**src/rtl/mbx_pkg.sv**
```systemverilog
package mbx_pkg;
  typedef logic [7:0] byte_t;

  localparam byte_t IDX_CMD     = 8'h80;
  localparam byte_t IDX_RESP    = 8'h82;
  localparam byte_t IDX_FLAG    = 8'h83;
  localparam byte_t CODE_GO     = 8'h96;
  localparam byte_t FLAG_YIELD  = 8'hB4;
  localparam byte_t FLAG_RETURN = 8'hB5;
  localparam byte_t RESP_DONE   = 8'hFA;
  localparam byte_t RESP_REJECT = 8'hFF;

  typedef enum logic [1:0] {VERD_YIELD, VERD_RETURN, VERD_REJECT} verdict_e;
  typedef enum logic [1:0] {SRC_INDEX, SRC_RESP, SRC_FLAG, SRC_MEM} rd_src_e;
endpackage

```
**src/rtl/mbx_cmd_decode.sv**
```systemverilog
module mbx_cmd_decode
  import mbx_pkg::*;
(
  input  byte_t    code_i,
  input  byte_t    flag_i,
  output verdict_e verdict_o
);
  always_comb begin
    verdict_o = VERD_REJECT;
    if (code_i == CODE_GO) begin
      if (flag_i == FLAG_YIELD)       verdict_o = VERD_YIELD;
      else if (flag_i == FLAG_RETURN) verdict_o = VERD_RETURN;
    end
  end
endmodule

```
**src/rtl/mbx_resp_timer.sv**
```systemverilog
module mbx_resp_timer
  import mbx_pkg::*;
#(
  parameter int LATENCY = 20
) (
  input  logic     clk,
  input  logic     rst,
  input  logic     start_i,
  input  verdict_e verdict_i,
  output logic     done_o,
  output byte_t    done_code_o,
  output logic     parked_o
);
  localparam int CNT_W = $clog2(LATENCY + 1);

  logic [CNT_W-1:0] cnt_q;
  logic             busy_q;
  verdict_e         verd_q;
  logic             parked_q;

  assign done_o      = busy_q && (cnt_q == CNT_W'(0));
  assign done_code_o = (verd_q == VERD_REJECT) ? RESP_REJECT : RESP_DONE;
  assign parked_o    = parked_q;

  always_ff @(posedge clk) begin
    if (rst) begin
      cnt_q    <= '0;
      busy_q   <= 1'b0;
      verd_q   <= VERD_REJECT;
      parked_q <= 1'b0;
    end else begin
      if (done_o) begin
        busy_q <= 1'b0;
        case (verd_q)
          VERD_YIELD:  parked_q <= 1'b1;
          VERD_RETURN: parked_q <= 1'b0;
          default:     parked_q <= parked_q;
        endcase
      end else if (busy_q) begin
        cnt_q <= cnt_q - CNT_W'(1);
      end else if (start_i) begin
        busy_q <= 1'b1;
        cnt_q  <= CNT_W'(LATENCY - 1);
        verd_q <= verdict_i;
      end
    end
  end

  // parked moves only at a completion edge
  a_r4_parked_on_done: assert property (@(posedge clk) disable iff (rst)
    !$stable(parked_q) |-> $past(done_o));
  // an accepted command enters the waiting state
  a_r4_start_busy: assert property (@(posedge clk) disable iff (rst)
    (start_i && !busy_q) |=> busy_q);
  // the pending outcome is frozen until completion
  a_r9_verdict_held: assert property (@(posedge clk) disable iff (rst)
    (busy_q && !done_o) |=> $stable(verd_q));
endmodule

```
**src/rtl/mbx_regfile.sv**
```systemverilog
module mbx_regfile
  import mbx_pkg::*;
#(
  parameter int IDX_W = 8
) (
  input  logic             clk,
  input  logic             rst,
  input  logic             wr_en,
  input  logic             rd_en,
  input  logic             port_sel,
  input  byte_t            wdata,
  input  logic             done_i,
  input  byte_t            done_code_i,
  output logic [IDX_W-1:0] idx_o,
  output byte_t            flag_o,
  output byte_t            rdata_o
);
  localparam int DEPTH = 1 << IDX_W;

  byte_t            mem [DEPTH];
  byte_t            mem_q;
  logic [IDX_W-1:0] idx_q, idx_snap;
  byte_t            flag_q, resp_q, flag_snap, resp_snap;
  rd_src_e          src_q;

  logic host_idx_wr, host_data_wr;
  assign host_idx_wr  = wr_en && !port_sel;
  assign host_data_wr = wr_en && port_sel;
  assign idx_o  = idx_q;
  assign flag_o = flag_q;

  always_ff @(posedge clk) begin
    if (host_data_wr) mem[idx_q] <= wdata;
    if (rd_en)        mem_q      <= mem[idx_q];
  end

  always_ff @(posedge clk) begin
    if (rst) begin
      idx_q  <= '0;
      flag_q <= '0;
      resp_q <= '0;
    end else begin
      if (host_idx_wr) idx_q <= wdata[IDX_W-1:0];
      if (host_data_wr && idx_q == IDX_W'(IDX_FLAG)) flag_q <= wdata;
      if (done_i)
        resp_q <= done_code_i;
      else if (host_data_wr && idx_q == IDX_W'(IDX_RESP))
        resp_q <= wdata;
    end
  end

  always_ff @(posedge clk) begin
    if (rst) begin
      src_q     <= SRC_INDEX;
      idx_snap  <= '0;
      flag_snap <= '0;
      resp_snap <= '0;
    end else if (rd_en) begin
      idx_snap  <= idx_q;
      flag_snap <= flag_q;
      resp_snap <= resp_q;
      if (!port_sel)                       src_q <= SRC_INDEX;
      else if (idx_q == IDX_W'(IDX_RESP))  src_q <= SRC_RESP;
      else if (idx_q == IDX_W'(IDX_FLAG))  src_q <= SRC_FLAG;
      else                                 src_q <= SRC_MEM;
    end
  end

  always_comb begin
    case (src_q)
      SRC_INDEX: rdata_o = byte_t'(idx_snap);
      SRC_RESP:  rdata_o = resp_snap;
      SRC_FLAG:  rdata_o = flag_snap;
      default:   rdata_o = mem_q;
    endcase
  end

  // an index-port write lands in the index register
  a_r2_index_capture: assert property (@(posedge clk) disable iff (rst)
    host_idx_wr |=> idx_q == $past(wdata[IDX_W-1:0]));
  // a completion write reaches the response register, whatever the host does
  a_r10_done_wins: assert property (@(posedge clk) disable iff (rst)
    done_i |=> resp_q == $past(done_code_i));
endmodule

```
**src/rtl/mbx_responder.sv**
```systemverilog
module mbx_responder
  import mbx_pkg::*;
#(
  parameter int IDX_W   = 8,
  parameter int LATENCY = 20
) (
  input  logic       clk,
  input  logic       rst,
  input  logic       wr_en,
  input  logic       rd_en,
  input  logic       port_sel,
  input  logic [7:0] wdata,
  output logic [7:0] rdata,
  output logic       parked
);
  logic [IDX_W-1:0] idx;
  byte_t            flag, done_code;
  logic             done, cmd_wr;
  verdict_e         verdict;

  assign cmd_wr = wr_en && port_sel && (idx == IDX_W'(IDX_CMD));

  mbx_regfile #(.IDX_W(IDX_W)) u_regs (
    .clk(clk), .rst(rst), .wr_en(wr_en), .rd_en(rd_en), .port_sel(port_sel),
    .wdata(wdata), .done_i(done), .done_code_i(done_code),
    .idx_o(idx), .flag_o(flag), .rdata_o(rdata)
  );

  mbx_cmd_decode u_dec (
    .code_i(wdata), .flag_i(flag), .verdict_o(verdict)
  );

  mbx_resp_timer #(.LATENCY(LATENCY)) u_timer (
    .clk(clk), .rst(rst), .start_i(cmd_wr), .verdict_i(verdict),
    .done_o(done), .done_code_o(done_code), .parked_o(parked)
  );
endmodule

```
**config.mk**
```make
export PLATFORM = sky130hd
export DESIGN_NAME = mbx_responder
export DESIGN_NICKNAME = d
export VERILOG_FILES = /design/src/rtl/mbx_pkg.sv /design/src/rtl/mbx_cmd_decode.sv /design/src/rtl/mbx_resp_timer.sv /design/src/rtl/mbx_regfile.sv /design/src/rtl/mbx_responder.sv
export SDC_FILE = /design/constraint.sdc
export NUM_CORES = 2
export LEC_CHECK = 0
export BUFFER_PORTS_ARGS = -buffer_cell sky130_fd_sc_hd__buf_2
export CAP_MARGIN = 20
export CELL_PAD_IN_SITES_DETAIL_PLACEMENT = 1
export CELL_PAD_IN_SITES_GLOBAL_PLACEMENT = 2
export CORE_ASPECT_RATIO = 0.7
export CORE_UTILIZATION = 50
export CTS_CLUSTER_SIZE = 25
export DETAILED_ROUTE_END_ITERATION = 10
export PLACE_DENSITY_LB_ADDON = 0.2
export SYNTH_ARGS = -nofsm -noshare
export SYNTH_HDL_FRONTEND = slang
export SYNTH_SLANG_ARGS = --single-unit
```
**constraint.sdc**
```tcl
create_clock -name clk -period 5.4 [get_ports clk]
set_input_delay 0.81 -clock clk [delete_from_list [all_inputs] [get_ports clk]]
set_output_delay 0.81 -clock clk [all_outputs]
set_load 0.02 [all_outputs]
```
# Word level (Yosys, flattened, before mapping)
# Memories as Yosys holds them, arrays and structs flattened. A register that Yosys moved wholly into a read port is not among the register bits.
# Index checks and enable logic that the tools add are counted.
# classes
addsub	1
n_mul	0
div	0
magnitude_cmp	0
n_eq_ne	10
shift	0
n_mux	17
n_bitwise	2
reduce_logical	17
# ops
op	count
8-bit == test, second input constant	6
8-bit case mux with 3 select lines	1
8-bit 2-to-1 mux	2
2-bit 2-to-1 mux	5
5-bit 2-to-1 mux	2
1-bit logical AND	6
2-bit nonzero test	3
5-bit logical NOT	1
1-bit 2-to-1 mux	5
5-bit by 1-bit subtractor with 5-bit output, second input constant	1
2-bit by 1-bit == test with 1-bit output, second input constant	2
2-bit == test, second input constant	2
2-bit logical NOT	2
2-bit AND reduction	2
3-bit 2-to-1 mux	1
3-bit AND reduction	1
1-bit inverter	2
1-bit case mux with 2 select lines	1
2-bit OR reduction	1
1-bit logical NOT	1
# totals
ff_bits	59
latch_bits	0
mem_bits_rw	2048
rom_bits	0
inputBits	13
output_inout_bits	9
elab_cells	59
mem_count	1
# memory_table
memory	depth	width	rd	rd_clocked_by_memory_dff	write_ports	line	text
u_regs.mem	256	8	1	1	1	mbx_regfile.sv:20	byte_t mem [DEPTH];

# Logic depth before layout (Yosys ltp)
# depth
depth_word	4
mapped_depth	9
ltp_nobuf	7

# Hierarchy
# From an unflattened synthesis, not the netlist that was laid out.
# unflattened
cells_unflattened	3816
hier_area_um2	81091.5
# modules_own_cells
module	n_inst	cells_per_inst	area_each_um2
mbx_regfile	1	3751	80514.7
mbx_resp_timer	1	55	485.5
mbx_cmd_decode	1	7	57.6
mbx_responder	1	3	33.8

# Worst setup path after synthesis
# Ideal clock, no wire load.
# synth_path
path_kind	input port to flip-flop
start	in wr_en
end	mem u_regs.mem[162][0] (netlist bit) (enable)
setup_ns	0.383
arrival_ns	2.323
required_ns	5.017
slack_ns	2.693
path_stages	5
path_buffers	2
path_cell_list	and2_1 -> clkbuf_1 -> clkbuf_1 -> nand3_1 -> nor3_1
# synth_between
elab_chain_cells	3
# synth_lines
element	line	text
start: declaration	mbx_responder.sv:9	input logic wr_en,
1-bit logical AND	mbx_regfile.sv:28	assign host_data_wr = wr_en && port_sel;
1-bit 2-to-1 mux	mbx_regfile.sv:33	if (host_data_wr) mem[idx_q] <= wdata;
1-bit 2-to-1 mux (implied by the code)	mbx_regfile.sv:33	
end: declaration	mbx_regfile.sv:20	
# No other way between the ends.

==> metrics.txt <==
status finished clean; Seq pwr share ~54%; wire length per cell between 30 and 40 um; critical path cell sequence buf_12, buf_4, mux4_2, a22oi_1, a21oi_1, o41ai_1, nand4_1; initial antenna violation count 13; CTS H-tree depth 4; top cell type's share of synthesized area between 70% and 80%; post-synthesis mux area share between 10 and 15%; Initial Utilization between 50% and 60%; Critical-path top delay cell o41ai_1; Syn Nets about 3.8k; Worst-Skew Late Latency around 0.85 ns; Core Area between 150,000 and 200,000 sq um; DP Wirelength between 100,000 and 150,000 um; CP arrival 4.76 ns; clk sinks about 2.1k; Seq/Total Area, Yosys 77.7%; GR peak layer met1; post-synthesis xor/xnor area fraction less than 1%; ys flop type edfxtp_1; initial drt markers approximately 4.7k; CTS tree yes; GRT Total Usage 25.9%; # hold bufs at CTS 0; period utilization between 70 and 80%; Pre-antenna DRT Iters 5; width of the die between 400 and 500 um; first-pass GRT wire length between 300,000 and 400,000 um; routability-driven placement congestion ratio 0.798; Routed Antenna Nets 0; fin worst setup slack between 1 and 1.5 ns; Clock power frac between 40% and 50%; largest family of logic cells by synthesized area multiplexers; critical path type flop to flop; Psw ~7.1 mW; Simple-Gate Fraction of Synth Area between 2 and 2.5%; number of synthesized register bits around 2.1k; Max stage delay on crit path ~1.1 ns; met2 Track Usage GR between 30% and 40%; Worst Path Buf+Inv 2; crit-path max FO 31; Ys Warns 0; via count roughly 39k; maximum root-to-sink buffer count 3; most frequent cells in the layout 2,056 x edfxtp_1, 520 x mux4_2, 274 x nor2_1; Placement Rows between 100 and 150; Reg clk slew, reported paths around 0.07 ns; Final Setup Violations 0; Die ar. between 150,000 and 200,000 sq um; PortBufs 21; layout cells sized above 1 between 20% and 30%; Synth Area in Adders 0.0154%; Overflow after GRT 0; ranking of synthesized cells by area edfxtp_1 76%, mux4_2 14%, a22oi_1 2.4%, dfxtp_1 1.5%, nor2_1 1.3%; asr flop ratio synth 0%; Vias/cell roughly 6.4; Max-Cap Viols 0; number of global-route vias before repair between 40k and 50k; WL final about 210,000 um; Int Pwr 26.1 mW; Compound-Gate Fraction of Synth Area between 3 and 4%; Die Span Y roughly 340 um; setup TNS 0 ns; Fmax 237 MHz; setup bufs post-CTS 0; min Tclk post-route 4.22 ns; largest net degree at the start of global routing roughly 170; pre-CTS WS around 1.1 ns; met1 GRT Util approximately two fifths; maximum VDD drop between 0.3 and 0.4 mV; Setup Skew 0.0349 ns; RSZ-0062 raised after global routing false; Slew Limit Fails 0; Leak between 20 and 30 nW; cell family with most CP delay compound AO/OA/AOI/OAI gates; Worst Max-Slew Pin Slew about 1.2 ns; CP Data Required Time between 5 and 6 ns; Sw Ratio approximately 21%; relative slew slack 19.6%; Synth cell types 40; final hold violation count 0; Syn Area/Cell approximately 21 sq um; top-level I/O count 22; nets@finish a little under 4k; Num CTS Buffers 196; crit path capture type flop; post_cts resized 0; PD cells ~370 nW/um^2; startpoint types flop; cells after synthesis roughly 3.8k; Cell Area, Synth ~81,000 sq um; remaining routing DRC violations 0; logic gate share of total power under 10%; CTS root buf clkbuf_16; commonest non-fill, non-tap cell in the layout edfxtp_1; synthesis-to-finish area growth 11.7%; met3 Use GR between 6 and 7%; cell taking the most area after synthesis edfxtp_1; EDFF count, synth just over 2k; Hold Crit Class input pin to flop
[worst reg2reg max path: stages, from the launching register on]
cell and delay (ns):
dfxtp_4 0.84, buf_12 0.52, buf_4 0.38, mux4_2 0.54, a22oi_1 0.21, a21oi_1 0.12
o41ai_1 1.07, nand4_1 0.23
[registers in the layout (all words and copies together) (netlist names)]
signal / count
u_regs.flag_snap: 8
u_regs.flag_o: 8
u_regs.mem: 2048
u_regs.resp_q: 8
u_regs.idx_o: 8
u_timer.verd_q: 2
u_timer.cnt_q: 5
u_regs.resp_snap: 8
u_timer.parked_o: 1
u_regs.idx_snap: 8
u_regs.src_q: 2
u_regs.mem_q: 8
u_timer.busy_q: 1
[Yosys cell counts, drive strengths merged (26+ instances only)]
library cell and instances:
edfxtp 2056, mux4 520, nor2 276, a22oi 256, clkbuf 150, a21oi 139, buf 103, dfxtp 59
nand2 41, mux2i 32, o41ai 32, nor3 26
[worst paths after layout]
check,start,end,slack (ns),cells after the start
hold / removal,port_sel,u_regs.src_q[1]$_SDFFE_PP0P_,0.35,3
hold reg to reg,u_timer.cnt_q[4]$_SDFFE_PP0P_,u_timer.cnt_q[4]$_SDFFE_PP0P_,0.47,2
setup reg to reg,u_regs.idx_o[0]$_SDFFE_PP0P_,u_regs.mem_q[7]$_DFFE_PP_,1.18,7
setup / recovery,u_regs.idx_o[0]$_SDFFE_PP0P_,u_regs.mem_q[7]$_DFFE_PP_,1.18,7
[power groups by stage]
stage / clock (mW) / sequential, mW / combinational, mW
after floorplan: 0 / 18.4 / 0.746
after global placement: 0 / 18.4 / 1.42
after detailed placement: 0 / 18.4 / 1.45
after CTS: 13.9 / 18.1 / 1.46
after global routing: 14.4 / 18.1 / 1.53
final: 13.7 / 18.1 / 1.45
[metal layers]
metal  part of all wire (%)  wire length [um]  up-vias
met4                    2.0              4170       10
met1                     44             92300    21300
met3                    9.5             19900      255
met5                  0.027                57        -
li1                       -                 -    16200
met2                     45             93300     1683
[area by class of cell]
| type | count | area [sq um] |
|---|---|---|
| multi-input combinational | 1420 | 17100 |
| inverter | 4 | 15.0 |
| tap | 2125 | 2660 |
| fill | 13500 | 70200 |
| clock buffer | 254 | 5190 |
| antenna | 2 | 5.00 |
| timing repair buffer | 168 | 1600 |
| sequential | 2115 | 62900 |
| clock inverter | 111 | 1030 |
[per-stage QoR]
stage	instance area (sq um)	util (%)	hold WS (ns)	std cells	power, mW
3_3_place_gp	84200	52.4	0.461	5827	19.8
5_1_grt	90500	56.3	0.350	6198	34.0
6_report	90500	56.3	0.349	6199	33.2
3_5_place_dp	84300	52.4	0.469	5830	19.9
4_1_cts	90500	56.3	0.270	6195	33.4
2_1_floorplan	81000	-	0.437	3792	19.1
[logic make-up after synthesis]
group,after synthesis
and+or+nand+nor,410
DFF,2115
AOI/OAI and AO/OA,455
buffers and inverters,257
adders and majority gates,1
xor gates and xnor gates,2
muxes,552
Power figures use the tool's default switching activity.
